## src/rtl/cfgi2c_pkg.sv

```systemverilog
package cfgi2c_pkg;

  typedef enum logic [2:0] {
    S_IDLE, S_RX, S_ACK_PREP, S_ACK, S_TX, S_MACK
  } xfer_st_t;

  typedef enum logic [1:0] {
    ROLE_ADDR, ROLE_OFS, ROLE_CNT, ROLE_DATA
  } byte_role_t;

  localparam int EN_BIT  = 1;  // offset 0
  localparam int SEL_BIT = 7;  // offset 1

  function automatic logic [7:0] reg_reset_val(input int unsigned idx);
    return (idx == 0) ? 8'h02 : 8'h00;
  endfunction

  function automatic logic addr_hit(input logic [7:0] b, input logic [6:0] a);
    return b[7:1] == a;
  endfunction

endpackage

```

## src/rtl/cfgi2c_linesync.sv

```systemverilog
module cfgi2c_linesync (
  input  logic clk,
  input  logic rst_n,
  input  logic scl_i,
  input  logic sda_i,
  output logic scl_s,
  output logic sda_s,
  output logic scl_rise,
  output logic scl_fall,
  output logic start_ev,
  output logic stop_ev
);
  logic [1:0] scl_ff, sda_ff;
  logic       scl_q, sda_q;

  always_ff @(posedge clk or negedge rst_n) begin
    if (!rst_n) begin
      scl_ff <= 2'b11;
      sda_ff <= 2'b11;
      scl_q  <= 1'b1;
      sda_q  <= 1'b1;
    end else begin
      scl_ff <= {scl_ff[0], scl_i};
      sda_ff <= {sda_ff[0], sda_i};
      scl_q  <= scl_ff[1];
      sda_q  <= sda_ff[1];
    end
  end

  assign scl_s    = scl_ff[1];
  assign sda_s    = sda_ff[1];
  assign scl_rise = scl_s & ~scl_q;
  assign scl_fall = ~scl_s & scl_q;
  assign start_ev = scl_s & scl_q & sda_q & ~sda_s;
  assign stop_ev  = scl_s & scl_q & ~sda_q & sda_s;
endmodule

```

## src/rtl/cfgi2c_regbank.sv

```systemverilog
module cfgi2c_regbank
  import cfgi2c_pkg::*;
#(
  parameter int IMPL_REGS = 3,
  parameter int PTR_W     = 2
) (
  input  logic                   clk,
  input  logic                   rst_n,
  input  logic                   wr_en,
  input  logic [PTR_W-1:0]       wr_ptr,
  input  logic [7:0]             wr_data,
  input  logic [PTR_W-1:0]       rd_ptr,
  output logic [7:0]             rd_data,
  output logic [IMPL_REGS*8-1:0] regs_flat
);
  logic [7:0] regs_q [IMPL_REGS];

  for (genvar g = 0; g < IMPL_REGS; g++) begin : g_reg
    always_ff @(posedge clk or negedge rst_n) begin
      if (!rst_n)                             regs_q[g] <= reg_reset_val(g);
      else if (wr_en && wr_ptr == PTR_W'(g))  regs_q[g] <= wr_data;
    end
    assign regs_flat[g*8 +: 8] = regs_q[g];
  end

  always_comb begin
    rd_data = 8'h00;
    for (int i = 0; i < IMPL_REGS; i++)
      if (rd_ptr == PTR_W'(i)) rd_data = regs_q[i];
  end

  // writes beyond the implemented registers leave the bank untouched
  p_unimpl_wr_r5: assert property (@(posedge clk) disable iff (!rst_n)
    (wr_en && 32'(wr_ptr) >= IMPL_REGS) |=> $stable(regs_flat));
endmodule

```

## src/rtl/cfg_i2c_target.sv

```systemverilog
module cfg_i2c_target
  import cfgi2c_pkg::*;
#(
  parameter logic [6:0] DEV_ADDR  = 7'h69,
  parameter int         BANK_SIZE = 4,     // power of two
  parameter int         IMPL_REGS = 3,     // at least 2
  parameter logic [7:0] COUNT_VAL = 8'h04
) (
  input  logic                   clk,
  input  logic                   rst_n,
  input  logic                   scl_i,
  input  logic                   sda_i,
  output logic                   sda_oe_o,
  output logic [IMPL_REGS*8-1:0] regs_o,
  output logic                   synth2_en_o,
  output logic                   synth2_sel48_o
);
  localparam int PTR_W = (BANK_SIZE > 1) ? $clog2(BANK_SIZE) : 1;
  localparam logic [PTR_W-1:0] PTR_TOP = PTR_W'(BANK_SIZE - 1);

  function automatic logic [PTR_W-1:0] ptr_next(input logic [PTR_W-1:0] p);
    return p + PTR_W'(1);
  endfunction

  logic scl_s, sda_s, scl_rise, scl_fall, start_ev, stop_ev;

  cfgi2c_linesync u_sync (
    .clk, .rst_n, .scl_i, .sda_i,
    .scl_s, .sda_s, .scl_rise, .scl_fall, .start_ev, .stop_ev
  );

  xfer_st_t   st;
  byte_role_t role;
  logic [2:0] bit_cnt;
  logic [7:0] shreg;
  logic [PTR_W-1:0] ptr;
  logic tx_mode, tx_first, ack_ok, mack_ok, sda_oe_q;

  // named internal events
  logic       byte_done, data_wr, tx_load;
  logic [7:0] rx_byte, tx_byte, rd_data;

  assign rx_byte   = {shreg[6:0], sda_s};
  assign byte_done = (st == S_RX) && scl_rise && (bit_cnt == 3'd7);
  assign data_wr   = byte_done && (role == ROLE_DATA);
  assign tx_load   = scl_fall && tx_mode &&
                     ((st == S_ACK) || (st == S_MACK && mack_ok));
  assign tx_byte   = tx_first ? COUNT_VAL : rd_data;

  cfgi2c_regbank #(.IMPL_REGS(IMPL_REGS), .PTR_W(PTR_W)) u_bank (
    .clk, .rst_n,
    .wr_en(data_wr), .wr_ptr(ptr), .wr_data(rx_byte),
    .rd_ptr(ptr), .rd_data, .regs_flat(regs_o)
  );

  always_ff @(posedge clk or negedge rst_n) begin
    if (!rst_n) begin
      st <= S_IDLE;  role <= ROLE_ADDR;  bit_cnt <= '0;  shreg <= '0;
      ptr <= '0;  tx_mode <= 1'b0;  tx_first <= 1'b0;
      ack_ok <= 1'b0;  mack_ok <= 1'b0;  sda_oe_q <= 1'b0;
    end else if (start_ev) begin
      st <= S_RX;  role <= ROLE_ADDR;  bit_cnt <= '0;
      tx_mode <= 1'b0;  sda_oe_q <= 1'b0;
    end else if (stop_ev) begin
      st <= S_IDLE;  tx_mode <= 1'b0;  sda_oe_q <= 1'b0;
    end else begin
      if (tx_load) begin
        st <= S_TX;  shreg <= tx_byte;  sda_oe_q <= ~tx_byte[7];
        bit_cnt <= '0;  tx_first <= 1'b0;
        if (!tx_first) ptr <= ptr_next(ptr);
      end else begin
        case (st)
          S_RX: if (scl_rise) begin
            shreg   <= rx_byte;
            bit_cnt <= bit_cnt + 3'd1;
            if (bit_cnt == 3'd7) begin
              st     <= S_ACK_PREP;
              ack_ok <= 1'b1;
              case (role)
                ROLE_ADDR: begin
                  ack_ok <= addr_hit(rx_byte, DEV_ADDR);
                  if (addr_hit(rx_byte, DEV_ADDR)) begin
                    if (rx_byte[0]) begin
                      tx_mode <= 1'b1;  tx_first <= 1'b1;
                    end else role <= ROLE_OFS;
                  end
                end
                ROLE_OFS: begin ptr <= rx_byte[PTR_W-1:0];  role <= ROLE_CNT; end
                ROLE_CNT:  role <= ROLE_DATA;
                ROLE_DATA: ptr <= ptr_next(ptr);
                default: ;
              endcase
            end
          end
          S_ACK_PREP: if (scl_fall) begin
            if (ack_ok) begin sda_oe_q <= 1'b1;  st <= S_ACK; end
            else st <= S_IDLE;
          end
          S_ACK: if (scl_fall) begin
            sda_oe_q <= 1'b0;  st <= S_RX;  bit_cnt <= '0;
          end
          S_TX: if (scl_fall) begin
            if (bit_cnt == 3'd7) begin
              sda_oe_q <= 1'b0;  st <= S_MACK;
            end else begin
              shreg    <= {shreg[6:0], 1'b0};
              sda_oe_q <= ~shreg[6];
              bit_cnt  <= bit_cnt + 3'd1;
            end
          end
          S_MACK: begin
            if (scl_rise) mack_ok <= ~sda_s;
            if (scl_fall && !mack_ok) st <= S_IDLE;
          end
          default: ;
        endcase
      end
    end
  end

  assign sda_oe_o       = sda_oe_q;
  assign synth2_en_o    = regs_o[EN_BIT];
  assign synth2_sel48_o = regs_o[8 + SEL_BIT];

  // drive only moves while the synchronized clock line is low
  p_oe_scl_low_r9: assert property (@(posedge clk) disable iff (!rst_n)
    (sda_oe_q != $past(sda_oe_q)) |-> !scl_s);
  // in idle (after NACK / stop) the line is never pulled
  p_idle_quiet_r7: assert property (@(posedge clk) disable iff (!rst_n)
    (st == S_IDLE) |-> !sda_oe_q);
  // pointer wraps after the top offset
  p_ptr_wrap_r4: assert property (@(posedge clk) disable iff (!rst_n)
    (data_wr && ptr == PTR_TOP) |=> (ptr == '0));
  // a write to offset 0 lands on the enable output
  p_en_write_r8: assert property (@(posedge clk) disable iff (!rst_n)
    (data_wr && ptr == '0) |=> (synth2_en_o == $past(rx_byte[EN_BIT])));
  // a write to offset 1 lands on the frequency select
  p_sel_write_r8: assert property (@(posedge clk) disable iff (!rst_n)
    (data_wr && ptr == PTR_W'(1)) |=> (synth2_sel48_o == $past(rx_byte[SEL_BIT])));
  // the count byte leads a read, MSB first
  p_count_first_r6: assert property (@(posedge clk) disable iff (!rst_n)
    (tx_load && tx_first) |=> (sda_oe_q == ~COUNT_VAL[7]));
  // a refused address leaves the line free
  p_nack_addr_r2: assert property (@(posedge clk) disable iff (!rst_n)
    (st == S_ACK_PREP && scl_fall && !ack_ok) |=> !sda_oe_q);
endmodule

```

## config.mk

```make
export PLATFORM = sky130hd
export DESIGN_NAME = cfg_i2c_target
export DESIGN_NICKNAME = d
export VERILOG_FILES = /design/src/rtl/cfgi2c_pkg.sv /design/src/rtl/cfgi2c_linesync.sv /design/src/rtl/cfgi2c_regbank.sv /design/src/rtl/cfg_i2c_target.sv
export SDC_FILE = /design/constraint.sdc
export NUM_CORES = 1
export LEC_CHECK = 0
export ABC_AREA = 1
export CORE_ASPECT_RATIO = 0.75
export CORE_MARGIN = 1
export CORE_UTILIZATION = 24
export CTS_BUF_LIST = sky130_fd_sc_hd__clkbuf_8
export CTS_CLUSTER_DIAMETER = 40
export DETAILED_ROUTE_END_ITERATION = 6
export GPL_TIMING_DRIVEN = 0
export SLEW_MARGIN = 20
export SYNTH_ARGS = -nofsm -noshare
export SYNTH_HDL_FRONTEND = slang
export SYNTH_SLANG_ARGS = --single-unit
```

## constraint.sdc

```tcl
create_clock -name clk -period 1.8 [get_ports clk]
set_clock_uncertainty 0.15 [all_clocks]
set_input_delay 0.45 -clock clk [delete_from_list [all_inputs] [get_ports clk]]
set_output_delay 0.45 -clock clk [all_outputs]
set_load 0.05 [all_outputs]
```

==> metrics.md <==
| Metric | Value |
|---|---|
| Status | complete, but fails checks |
| Failing checks | hold timing, setup timing |
| Gate Count Post-Synth | 365 |
| Worst Setup EP | shreg[3] |
| Critical path class | reg -> reg |
| Largest area contributor in the netlist | dfrtp_1 |
| Share of cells above drive strength 1 | 31.6% |
| FMAX | 555 MHz |
| Crit-path max cell delay | 0.58 ns |
| Worst hold slack | -0.00202 ns |
| Initial antenna violation count | 0 |
| Clock buffer depth | 2 |
| Worst-margin pin slew | 0.695 ns |
| # H-tree levels | 2 |
| Library cells used by synthesis | 27 |
| Post-synth EDFFs | 0 |
| Ports | 31 |
| Filler Cells Inserted | 1,214 |
| Minimum clock period | 1.80 ns |
| Routability cong. | 0.887 |
| Largest net degree at the start of global routing | 53 |
| Initial Utilization | 25.0% |
| Mapped Area | 0.00293 sq mm |
| Final setup fails | 1 |
| Pre-antenna DRT Iters | 5 |
| Die Y | 97.7 um |
| Post-DP HPWL | 5310 um |
| DR WL/cell | 12.8 um |
| Cells along the critical path | inv_2, nand4_1, nand2_2, a21oi_2, nand3b_4, clkbuf_16, nand2_1, o21ai_1 |
| Total gr overflow | 0 |
| Reg2reg end | shreg[3] |
| Vias in the first global route | 2,478 |
| Worst r2r src | u_sync.sda_q |
| Nets@finish | 440 |
| Top-area cell type share of the netlist area | 38.4% |
| Final Non-Filler Cells | 589 |
| Clock buffer count from CTS | 5 |
| Input/output buffers | 30 |
| Logic pwr share | 35.6% |
| Setup crit start kind | register |
| Clock slew at reported path FFs | 0.12 ns |
| Leakage power | 1.80 nW |
| Final instance area | 0.00393 sq mm |
| Setup repair after global routing missed its margin | yes |
| Net Sw Power | 0.00130 W |
| GRT Util Overall | 12.3% |
| Min-delay worst type | in -> async |
| Dpl cell area | 0.00344 sq mm |
| CTS tree | built |
| Die width | 130 um |
| Pins Over Slew Limit | 0 |
| Synthesized flop and latch total | 52 |
| Drt via density | 4.59 |
| Min setup slack post-route | -0.00310 ns |
| Crit path capture type | register |
| Flop-to-flop setup slack | -0.003 ns |
| Fin. Hold Viols | 1 |
| Final ANT Viol Nets | 0 |
| Area of the multi-input gates | 0.00151 sq mm |
| Slowest-stage cell, CP | dfstp_2 |
| Sw frac | 38.3% |
| YS warnings | 0 |
| First-pass GRT wire length | 12,300 um |
| CP Data Required Time | 1.86 ns |
| Clk_lat worst skew | 0.33 ns |
| Diodes inserted | 0 |
| Prevailing post-synth register cell | dfrtp_1 |
| Max-cap violations | 0 |
| Tcrit/Tclk final | 100% |
| Share of power burned in registers | 42.0% |
| Worst slack, placed | -0.245 ns |
| Clock power frac | 22.4% |
| Detailed-route via count | 2,704 |
| Syn nets | 379 |
| Sequential standard cell area | 0.00131 sq mm |
| Syn Area/Cell | 8.04 sq um |
| Routed wire length | 7560 um |
| Die area | 0.0127 sq mm |
| Worst slew margin | 53.7% |
| Cell Int Power | 0.00210 W |
| Post-synth ARST share | 100% |
| Detailed Route Iter0 Violations | 230 |
| Post-route DRC | 0 |
| Row Count | 34 |
| Area Overhead vs Synth | 33.9% |
| CP arrival | 1.87 ns |
| Sink Count | 52 |
| Root Buffer | clkbuf_8 |
| Path depth of the worst reg2reg path | 8 |
| Critical path launch point | u_sync.sda_q |
| Seq/Total Area, Yosys | 44.7% |
| Top cells by area, synth | dfrtp_1, nand2_1, o21ai_0, dfstp_2, inv_1 |
| Power Density | 865 mW/mm^2 |
| Core Area | 0.0117 sq mm |
| Worst vdd ir | 0.318 mV |
| Placed cells | 557 |
| CP Max Fanout | 5 |
-- cell type report --
class	count	share of cell area, %
clock inverters	3	0.733
plain buffers	9	2.48
inverters	41	3.92
multi-input cells	261	38.5
flip-flops and latches	52	33.5
repair buffers	56	14.0
clock buffers	5	1.75
well taps	162	5.16
-- worst min-delay path by stage --
stage / end / slack (ns) / depth (start not counted)
2_1_floorplan: ack_ok / 0.004 / 0
3_3_place_gp: u_sync.sda_ff[1] / 0.20 / 0
3_5_place_dp: u_sync.sda_ff[1] / 0.20 / 0
4_1_cts: u_bank.regs_flat[3] / 0.02 / 1
5_1_grt: u_bank.regs_flat[4] / 0.05 / 1
6_report: u_bank.regs_flat[3] / -0.002 / 1
-- stage by stage --
step | setup TNS (ns) | power [W] | utilization [%]
finish | -0.00310 | 0.00340 | 33.5
global route | -0.356 | 0.00366 | 33.5
CTS | 0 | 0.00326 | 31.5
detailed placement | -3.57 | 0.00246 | 29.3
global placement | -76.87 | 0.00244 | 29.3
floorplan | 0 | 0.00222 | -
-- state kept, by name, summed over array words and instances (netlist names), 2 cells and up --
name              count
bit_cnt               3
ptr                   2
role                  2
shreg                 7
st                    3
u_bank.regs_flat     24
u_sync.scl_ff         2
u_sync.sda_ff         2
-- worst max-delay path: cells and delay by family (launching register included) --
family / cells / cell delay, ns
AO/OA/AOI/OAI: 2 / 0.23
buffers and inverters: 2 / 0.22
AND/OR/NAND/NOR: 4 / 0.51
flip-flops: 1 / 0.58
-- cells in the mapped netlist (2+ instances only) --
cell type and number:
nor2_4 2, nor3_1 4, nor2_2 2, nand3_1 11
inv_2 4, nand2_2 4, buf_4 3, a21oi_1 19
o21ai_1 8, nand4_1 10, inv_1 37, nor2_1 25
ha_1 10, buf_6 3, o21ai_2 4, nand2_4 2
buf_2 5, nand2_1 105, dfstp_2 7, nand3b_1 2
dfrtp_1 45, nand4_4 2, o21ai_0 40, nand3_2 8
-- layout by cell type (no fill, tap or decap), types with 7 or more instances in the layout --
cell type / n
nand2_1: 100
clkdlybuf4s15_2: 24
inv_2: 12
nand4_1: 10
o21ai_0: 35
dfstp_2: 7
inv_1: 29
dfrtp_1: 42
nor2_1: 22
nand3_2: 7
o21ai_1: 13
nand3_1: 9
buf_4: 27
nand2_2: 7
a21oi_1: 18
-- logic make-up after synthesis --
kind of cell / share of synthesized area, %
simple gates: 30.1
flops: 44.7
compound gates: 12.9
buf+inv: 8.02
fa+ha+maj: 4.27
-- timing repair --
item                                    CTS  global route
gates resized for setup                 107            36
endpoints found under the setup margin   65            27
hold buffers                              0             0
pin swaps                                 5            20
cloned                                    0             1
buffers inserted                         10            15
-- power by group through the flow --
stage	registers, W	clock network (W)	logic, W
floorplan	0.00145	0	0.000771
global placement	0.00143	0	0.00101
detailed placement	0.00144	0	0.00102
CTS	0.00142	0.000785	0.00106
global route	0.00145	0.000822	0.00138
finish	0.00143	0.000761	0.00121
-- routing by layer --
metal / part of all wire, % / track usage [%] / wire length, um / up-vias
li1: - / - / - / 1308
met3: 5.4 / 2.68 / 409 / 8
met2: 45 / 18.1 / 3390 / 90
met5: 0 / 0 / 0 / -
met4: 1.1 / 3.49 / 82 / 0
met1: 49 / 17.9 / 3680 / 1298
Note: power is estimated with default switching activity, not from simulation.
